`config.mk`:
```
export PLATFORM = sky130hd
export DESIGN_NAME = simd_widen_unit
export DESIGN_NICKNAME = d
export VERILOG_FILES = /design/src/rtl/simd_widen_pkg.sv /design/src/rtl/simd_widen_decode.sv /design/src/rtl/simd_widen_alu.sv /design/src/rtl/simd_widen_unit.sv
export SDC_FILE = /design/constraint.sdc
export NUM_CORES = 2
export LEC_CHECK = 0
export CAP_MARGIN = 20
export CELL_PAD_IN_SITES_DETAIL_PLACEMENT = 1
export CELL_PAD_IN_SITES_GLOBAL_PLACEMENT = 2
export CORE_UTILIZATION = 39
export CTS_BUF_LIST = sky130_fd_sc_hd__clkbuf_8
export DETAILED_ROUTE_END_ITERATION = 16
export PLACE_DENSITY_LB_ADDON = 0.25
export RECOVER_POWER = 50
export SETUP_SLACK_MARGIN = 0.2
export SLEW_MARGIN = 20
export SYNTH_ARGS = -nofsm -noshare
export SYNTH_HDL_FRONTEND = slang
export SYNTH_SLANG_ARGS = --single-unit
```
`constraint.sdc`:
```
create_clock -name clk_i -period 13.9 [get_ports clk_i]
set_input_delay 2.78 -clock clk_i [delete_from_list [all_inputs] [get_ports clk_i]]
set_output_delay 2.78 -clock clk_i [all_outputs]
set_load 0.02 [all_outputs]
```
`src/rtl/simd_widen_pkg.sv`:
```
package simd_widen_pkg;
  localparam int unsigned REG_W = 64;
  localparam int unsigned IDX_W = 5;

  typedef enum logic [2:0] {
    ST_IDLE, ST_RD0, ST_RD1, ST_WR0, ST_WR1, ST_DONE
  } state_e;

  typedef struct packed {
    logic             undef;
    logic             uns;
    logic             sub;
    logic             wide;
    logic [1:0]       size;
    logic [IDX_W-1:0] vd;
    logic [IDX_W-1:0] vn;
    logic [IDX_W-1:0] vm;
  } dec_t;
endpackage

```
`src/rtl/simd_widen_decode.sv`:
```
module simd_widen_decode
  import simd_widen_pkg::*;
(
  input  logic [31:0] insn_i,
  input  logic        regs32_i,
  output dec_t        dec_o
);
  logic match, bad_size, bad_align, bad_range;

  always_comb begin
    dec_o.uns  = insn_i[24];
    dec_o.size = insn_i[21:20];
    dec_o.wide = insn_i[8];
    dec_o.sub  = insn_i[9];
    dec_o.vd   = {insn_i[22], insn_i[15:12]};
    dec_o.vn   = {insn_i[7],  insn_i[19:16]};
    dec_o.vm   = {insn_i[5],  insn_i[3:0]};

    match     = (insn_i[31:25] == 7'b1111001) && insn_i[23] &&
                (insn_i[11:10] == 2'b00) && !insn_i[6] && !insn_i[4];
    bad_size  = (dec_o.size == 2'b11);
    bad_align = dec_o.vd[0] || (dec_o.wide && dec_o.vn[0]);
    bad_range = !regs32_i &&
                (dec_o.vd[IDX_W-1] || dec_o.vn[IDX_W-1] || dec_o.vm[IDX_W-1]);

    dec_o.undef = !match || bad_size || bad_align || bad_range;
  end
endmodule

```
`src/rtl/simd_widen_alu.sv`:
```
module simd_widen_alu #(
  parameter int unsigned W     = 64,
  parameter int unsigned MIN_E = 8
) (
  input  logic [W-1:0]   a_wide_i,
  input  logic [W/2-1:0] a_nar_i,
  input  logic [W/2-1:0] b_nar_i,
  input  logic [1:0]     size_i,
  input  logic           uns_i,
  input  logic           sub_i,
  input  logic           wide_i,
  output logic [W-1:0]   res_o
);
  localparam int unsigned H   = W / 2;
  localparam int unsigned NSZ = $clog2(H / MIN_E) + 1;

  logic [W-1:0] res_v [NSZ];

  for (genvar s = 0; s < NSZ; s++) begin : g_sz
    localparam int unsigned E  = MIN_E << s;
    localparam int unsigned NL = H / E;
    for (genvar l = 0; l < NL; l++) begin : g_ln
      logic [E-1:0]   an, bn;
      logic [2*E-1:0] ax, bx;
      assign an = a_nar_i[l*E +: E];
      assign bn = b_nar_i[l*E +: E];
      assign bx = {{E{~uns_i & bn[E-1]}}, bn};
      assign ax = wide_i ? a_wide_i[l*2*E +: 2*E] : {{E{~uns_i & an[E-1]}}, an};
      // lane-local arithmetic: carries stop at the lane edge
      assign res_v[s][l*2*E +: 2*E] = sub_i ? (ax - bx) : (ax + bx);
    end
  end

  always_comb begin
    res_o = '0;
    for (int s = 0; s < NSZ; s++)
      if (int'(size_i) == s) res_o = res_v[s];
  end
endmodule

```
`src/rtl/simd_widen_unit.sv`:
```
module simd_widen_unit
  import simd_widen_pkg::*;
#(
  parameter int unsigned W = REG_W
) (
  input  logic             clk_i,
  input  logic             rst_ni,
  input  logic             start_i,
  input  logic [31:0]      insn_i,
  input  logic             regs32_i,
  input  logic             fp_en_i,
  output logic [IDX_W-1:0] rd_a_idx_o,
  input  logic [W-1:0]     rd_a_data_i,
  output logic [IDX_W-1:0] rd_b_idx_o,
  input  logic [W-1:0]     rd_b_data_i,
  output logic             we_o,
  output logic [IDX_W-1:0] wr_idx_o,
  output logic [W-1:0]     wr_data_o,
  output logic             done_o,
  output logic             undef_o,
  output logic             fault_o
);
  localparam int unsigned H = W / 2;

  state_e       state_q;
  dec_t         dec, dec_q;
  logic         fault_q;
  logic [W-1:0] a0_q, a1_q, b_q;
  logic [W-1:0] res [2];

  simd_widen_decode u_dec (
    .insn_i   (insn_i),
    .regs32_i (regs32_i),
    .dec_o    (dec)
  );

  for (genvar p = 0; p < 2; p++) begin : g_pass
    simd_widen_alu #(.W(W)) u_alu (
      .a_wide_i (p == 0 ? a0_q : a1_q),
      .a_nar_i  (a0_q[p*H +: H]),
      .b_nar_i  (b_q[p*H +: H]),
      .size_i   (dec_q.size),
      .uns_i    (dec_q.uns),
      .sub_i    (dec_q.sub),
      .wide_i   (dec_q.wide),
      .res_o    (res[p])
    );
  end

  always_ff @(posedge clk_i or negedge rst_ni) begin
    if (!rst_ni) begin
      state_q <= ST_IDLE;
      dec_q   <= '0;
      fault_q <= 1'b0;
      a0_q    <= '0;
      a1_q    <= '0;
      b_q     <= '0;
    end else begin
      unique case (state_q)
        ST_IDLE: if (start_i) begin
          dec_q   <= dec;
          fault_q <= !dec.undef && !fp_en_i;
          state_q <= (dec.undef || !fp_en_i) ? ST_DONE : ST_RD0;
        end
        ST_RD0: begin
          a0_q    <= rd_a_data_i;
          b_q     <= rd_b_data_i;
          state_q <= ST_RD1;
        end
        ST_RD1: begin
          // all pass-1 operands are held before the first write
          a1_q    <= rd_a_data_i;
          state_q <= ST_WR0;
        end
        ST_WR0:  state_q <= ST_WR1;
        ST_WR1:  state_q <= ST_DONE;
        ST_DONE: state_q <= ST_IDLE;
        default: state_q <= ST_IDLE;
      endcase
    end
  end

  assign rd_a_idx_o = (state_q == ST_RD1) ? {dec_q.vn[IDX_W-1:1], 1'b1} : dec_q.vn;
  assign rd_b_idx_o = dec_q.vm;
  assign we_o       = (state_q == ST_WR0) || (state_q == ST_WR1);
  assign wr_idx_o   = (state_q == ST_WR1) ? {dec_q.vd[IDX_W-1:1], 1'b1} : dec_q.vd;
  assign wr_data_o  = (state_q == ST_WR1) ? res[1] : res[0];
  assign done_o     = (state_q == ST_DONE);
  assign undef_o    = done_o && dec_q.undef;
  assign fault_o    = done_o && fault_q;
endmodule

```
* Word level (Yosys, flattened, before mapping)
Index checks and enable logic that the tools add are counted.
** Storage, ports and cells
- Register bits :: 217
- Input port bits :: 165
- Logic and storage cells :: 135
** Cells by class
- Add/sub/neg operators :: 28
- Equality and inequality tests :: 10
- Multiplexer cells :: 40
- Bitwise gates (word level) :: 17
- Reduce and logical (&&, ||, !) cells :: 27
** Operator list (count)
- $mux 64 :: 11
- $mux 16 :: 16
- $mux 32 :: 8
- $add 16x16->16 :: 8
- $add 32x32->32 :: 4
- $add 64x64->64 :: 2
- $sub 16x16->16 :: 8
- $sub 32x32->32 :: 4
- $sub 64x64->64 :: 2
- $and 1x1->1 :: 16
- $pmux 3 s5 :: 1
- $logic_and 1x1->1 :: 9
- $logic_or 1x1->1 :: 8
- $eq 7x7->1 const B :: 1
- $eq 2x2->1 const B :: 3
- $eq 3x2->1 const B :: 2
- $eq 3x3->1 const B :: 2
- $logic_not 1->1 :: 6
- $mux 3 :: 2
- $logic_not 2->1 :: 2
- $eq 3x1->1 const B :: 1
- $logic_not 3->1 :: 1
- $mux 1 :: 2
- $ne 2x2->1 const B :: 1
- 2 further kinds :: 2

* Depth between registers and ports, before layout
- Word-level depth :: 13
- Depth in mapped cells :: 23
- Gate-level depth less buffers :: 22

* By module
From an unflattened synthesis, not the netlist that was laid out.
** Unflattened totals
- Cell total of the unflattened synthesis :: 4417
- Area total of the unflattened synthesis :: 33708.6 µm²
** By module, submodules not included
- simd_widen_alu at g_pass[0].u_alu :: times used 1, cells each 1929, area an instance 12328.1 µm², seq. area each 0.0 µm²
- simd_widen_alu at g_pass[1].u_alu :: times used 1, cells each 1899, area an instance 12017.8 µm², seq. area each 0.0 µm²
- simd_widen_unit :: times used 1, cells each 560, area an instance 9150.0 µm², seq. area each 5430.2 µm²
- simd_widen_decode :: times used 1, cells each 29, area an instance 212.7 µm², seq. area each 0.0 µm²

* Least setup slack after synthesis
Ideal clock, no wire load.
- Path type :: reg2out
- Start :: register b_q[42]
- End :: output port wr_data_o[60]
- Arrival time :: 4.963 ns
- Required time :: 11.120 ns
- Slack :: 6.157 ns
- Stages on the path, launching flop included :: 21
- Cell sequence :: dfrtp_1 > nor3_1 > nor3b_1 > nor3b_2 > and3b_1 > buf_2 > clkbuf_1 > a21oi_1 > xnor2_1 > ha_1 > buf_2 > a21oi_2 > o21a_1 > o21ai_0 > a2111oi_0 > o22a_1 > nand2_1 > a21o_1 > or4_1 > and4b_1 > nor3b_1
** On the way
- Word-level cells in the longest chain between the ends :: 4
- Elaborated cells between the ends (all ways) :: 5
- Those cells by class :: 2 x add/sub; 3 x mux
** Ends and longest elaborated chain
- start, declared :: RTL line simd_widen_unit.sv:28 : logic [W-1:0] a0_q, a1_q, b_q;
- start signal, assigned :: RTL line simd_widen_unit.sv:67 : b_q <= rd_b_data_i;
- $add 64x64->64 or $sub 64x64->64 (tied branches) :: RTL line simd_widen_alu.sv:30 : assign res_v[s][l*2*E +: 2*E] = sub_i ? (ax - bx) : (ax + bx);
- $mux 64 (*) :: RTL line simd_widen_alu.sv:30
- $mux 64 (*) :: RTL line simd_widen_alu.sv:37 : if (int'(size_i) == s) res_o = res_v[s];
- $mux 64 (*) :: RTL line simd_widen_unit.sv:87 : assign wr_data_o = (state_q == ST_WR1) ? res[1] : res[0];
- end, declared :: RTL line simd_widen_unit.sv:18 : output logic [W-1:0] wr_data_o,
Every way passes the cells marked *; elsewhere a longest branch is shown, timed or not.

* Final worst setup path
- Start :: register b_q[56]
- End :: output port wr_data_o[41]
** On the way
- Word-level cells in the longest chain between the ends :: 5
- Elaborated cells between the ends (all ways) :: 9
- Those cells by class :: 4 x add/sub; 5 x mux
** Ends and longest elaborated chain (RTL line)
- $add 32x32->32 or $sub 32x32->32 (tied branches) :: simd_widen_alu.sv:30
- $mux 32 :: simd_widen_alu.sv:30
- $mux 64 :: simd_widen_alu.sv:37
- $mux 64 (*) :: simd_widen_alu.sv:37
- $mux 64 (*) :: simd_widen_unit.sv:87
Marks and branches as above.

==> impl_metrics.env <==
export IMPL_synth_seq_area_share_pct=16.3
export IMPL_clockBufferDepth=3
export IMPL_min_period_ps=10610
export IMPL_worstPathRequired_ps=11120
export IMPL_finalClockSkew_ps=43.3
export IMPL_ant_nets=0
export IMPL_core_area_sq_mm=0.0841
export IMPL_syn_nets=5139
export IMPL_cpMaxStageDelayCell="clkdlybuf4s50_1"
export IMPL_avgSynthCellArea_sq_um=7.17
export IMPL_maxCapViolations=5
export IMPL_cp_max_fo=20
export IMPL_cts_tree="built"
export IMPL_r2r_worst_path_cells=5
export IMPL_rsz0062_at_grt="false"
export IMPL_setup_viol=0
export IMPL_numCtsBuffers=47
export IMPL_clockRootBuffer="clkbuf_8"
export IMPL_path_cells="inv_1 > ha_1 > nor3b_1 > nor3b_1 > nor3b_1 > nand2_1 > o22ai_1 > ha_1 > nand4_1 > or3_1 > a2111oi_1 > buf_4 > nor3_1 > a22o_1 > xor2_1 > o21ai_0 > o21ai_0 > nor2_1 > clkdlybuf4s50_1"
export IMPL_start_util_pct=39.6
export IMPL_die_h_um=294
export IMPL_finalSetupTns_ps=0
export IMPL_grt_ovfl_total=0
export IMPL_cp_end_kind="output port"
export IMPL_grt_pass1_wl_um=243000
export IMPL_slew_headroom_pct=-175
export IMPL_worst_path_most_repeated_cell="nor3b_1"
export IMPL_drc=0
export IMPL_synthArstFlopShare_pct=100
export IMPL_slowest_delay_ps=700
export IMPL_crit_type="flop to output port"
export IMPL_critPathBufInv=3
export IMPL_detail_route_wl_per_cell_um=28.6
export IMPL_hp_class="flop to flop"
export IMPL_layout_nets=5209
export IMPL_violations="max-capacitance violations, max-slew violations"
export IMPL_status="finished, violations left"
export IMPL_crit_family="simple AND/OR/NAND/NOR gates"
export IMPL_port_buffers=247
export IMPL_clock_sinks=217
export IMPL_cp_start_kind="flop"
export IMPL_dr_pass1_iters=5
export IMPL_syn_cell_area_sq_mm=0.0333
export IMPL_die_width_um=294
export IMPL_first_iter_violations=2581
export IMPL_synth_seq_cells=217
export IMPL_yosysWarnings=0
export IMPL_vias=36800
export IMPL_dominantRegCellSynth="dfrtp_1"
export IMPL_tightest_slew_ps=4130
export IMPL_postCtsHoldBufs=0
export IMPL_hold_path_depth=1
export IMPL_viasPerCell=6.25
export IMPL_htreeDepth=2
export IMPL_cts_setup_buffers=0
export IMPL_grt_antenna_before_repair=5
export IMPL_synth_area_leaders="dfrtp_1, ha_1, a21oi_1"
export IMPL_synth_top_area_cell="dfrtp_1"
export IMPL_ctsResizeCount=0
export IMPL_dpl_instance_area_sq_mm=0.0366
export IMPL_max_freq_ghz=0.0943
export IMPL_slew_violations=307
export IMPL_finalInstanceArea_sq_mm=0.0376
export IMPL_grt_max_degree=87
export IMPL_totalWireLength_um=168000
export IMPL_layout_drive_gt1_share_pct=6.63
export IMPL_n_fill_cell=10700
export IMPL_die_area_sq_mm=0.0866
export IMPL_post_synth_num_cell_types=101
export IMPL_ioPinCount=248
export IMPL_cp_num_cells=19
export IMPL_worstPathArrival_ps=7830
export IMPL_period_share_pct=76.3
export IMPL_area_growth_pct=12.9
export IMPL_hold_viol=0
export IMPL_first_global_vias=36700
export IMPL_num_rows=106
export IMPL_cts_clk_slew_worst_paths_ps=60
export IMPL_dp_hpwl_um=135000
export IMPL_grt_use_total_pct=37.9
export IMPL_gp_congestion=1.01
export IMPL_fin_hold_ws_ps=504
export IMPL_synth_edff_count=0
export IMPL_synth_top_cell_area_share_pct=16.3
export IMPL_netlist_instances=4646
export IMPL_clk_latency_ps=710
[layout make-up]
cell class	count	area, sq um	share of cell area (%)
multi-input cells	3924	26000	69.1
flip-flops and latches	217	5440	14.5
repair buffers	310	2930	7.78
well taps	1134	1420	3.77
inverters	216	811	2.16
clock buffers	51	702	1.87
clock inverters	34	309	0.822
diodes	1	2.50	0.00665
[cells in the final DEF, fill, tap and decap left out, types with 34 or more instances in the layout]
master	instances
a21oi_1	594
nand2_1	527
nor2_1	364
o21ai_0	335
ha_1	320
xnor2_1	303
inv_1	229
dfrtp_1	213
clkdlybuf4s50_1	149
a21o_1	135
mux2_2	111
nor3_1	101
dlygate4sd3_1	97
xor2_1	78
nand2b_1	74
nand3_1	70
buf_4	60
o21a_1	59
a31oi_1	57
nand4_1	54
clkbuf_8	51
nor2b_1	49
o21bai_1	46
a211oi_1	43
and3_1	39
mux2i_1	39
o22ai_1	34
o211ai_1	34
[metal layers]
metal	GRT usage (%)	up-vias	share of wire [%]
li1	-	16900	-
met1	47.6	18000	42
met2	60.6	1427	44
met3	5.22	425	6.1
met4	24.5	8	7.4
met5	0	-	0.033
[sequential cells by signal, summed over array words and instances, names as in the netlist]
register	cells
a0_q	64
a1_q	64
b_q	64
dec_q	16
rd_b_idx_o	5
state_q	3
fault_q	1
[kinds of logic (layout without fill, tap and decap cells)]
| family | Yosys count | in the layout | share of synthesized area, % |
|---|---|---|---|
| compound gates | 1603 | 1603 | 29.8 |
| xor+xnor | 381 | 381 | 10.0 |
| fa+ha+maj | 328 | 328 | 12.5 |
| buf+inv | 505 | 611 | 5.88 |
| flops | 217 | 217 | 16.3 |
| mux | 151 | 151 | 4.96 |
| other cells | 0 | 1 | 0 |
| simple gates | 1461 | 1461 | 20.5 |
[worst reg2reg max path, cell delays in order (launching register included)]
cell and delay, ps:
dfrtp_1 490, nor2b_1 290, nor2b_1 2390, clkbuf_1 2770, buf_4 970, mux2_2 490
[per-stage QoR]
step | utilization, % | instances | setup slack, ps
after floorplan | - | 4646 | 6160
after global placement | 43.6 | 5801 | 4420
after detailed placement | 43.6 | 5801 | 4250
after CTS | 44.8 | 5886 | 3480
after global routing | 44.7 | 5887 | 3060
final | 44.7 | 5887 | 3290
[worst paths after layout]
check | from | end | slack (ps)
min reg2reg | dec_q[10]$_DFFE_PN0P_ | dec_q[10]$_DFFE_PN0P_ | 500
max | b_q[56]$_DFFE_PN0P_ | wr_data_o[41] | 3290
min in group asynchronous | rst_ni | dec_q[6]$_DFFE_PN0P_ | 3520
max in group asynchronous | rst_ni | a1_q[49]$_DFFE_PN0P_ | 5270
max reg2reg | state_q[0]$_DFFE_PN0P_ | b_q[27]$_DFFE_PN0P_ | 6410
min | dec_q[10]$_DFFE_PN0P_ | dec_q[10]$_DFFE_PN0P_ | 500
[Yosys cell counts (16+ instances only)]
master and number:
a21oi_1 596, nor4_1 20, and3_1 39, buf_1 24, and2_1 23, xor2_1 78
xnor2_1 303, mux2_2 111, ha_1 320, o211ai_1 34, nand2_1 529, nor2_1 370
clkbuf_1 240, o21bai_1 46, a31oi_1 57, o31ai_1 20, inv_1 213, or2_2 17
nor3_1 101, o21a_1 59, o22ai_1 34, dfrtp_1 217, nor3b_1 25, a21o_1 135
or3_1 32, mux2i_1 39, nand4_1 54, nand2b_1 74, nor2b_1 49, a211oi_1 43
o221ai_1 21, nand3_1 70, nand3b_1 16, o21ai_0 335, a221oi_1 27
Power is left out: the tool's default activity adds up to more than one toggle a clock period on the data nets, which glitch-free logic cannot reach.
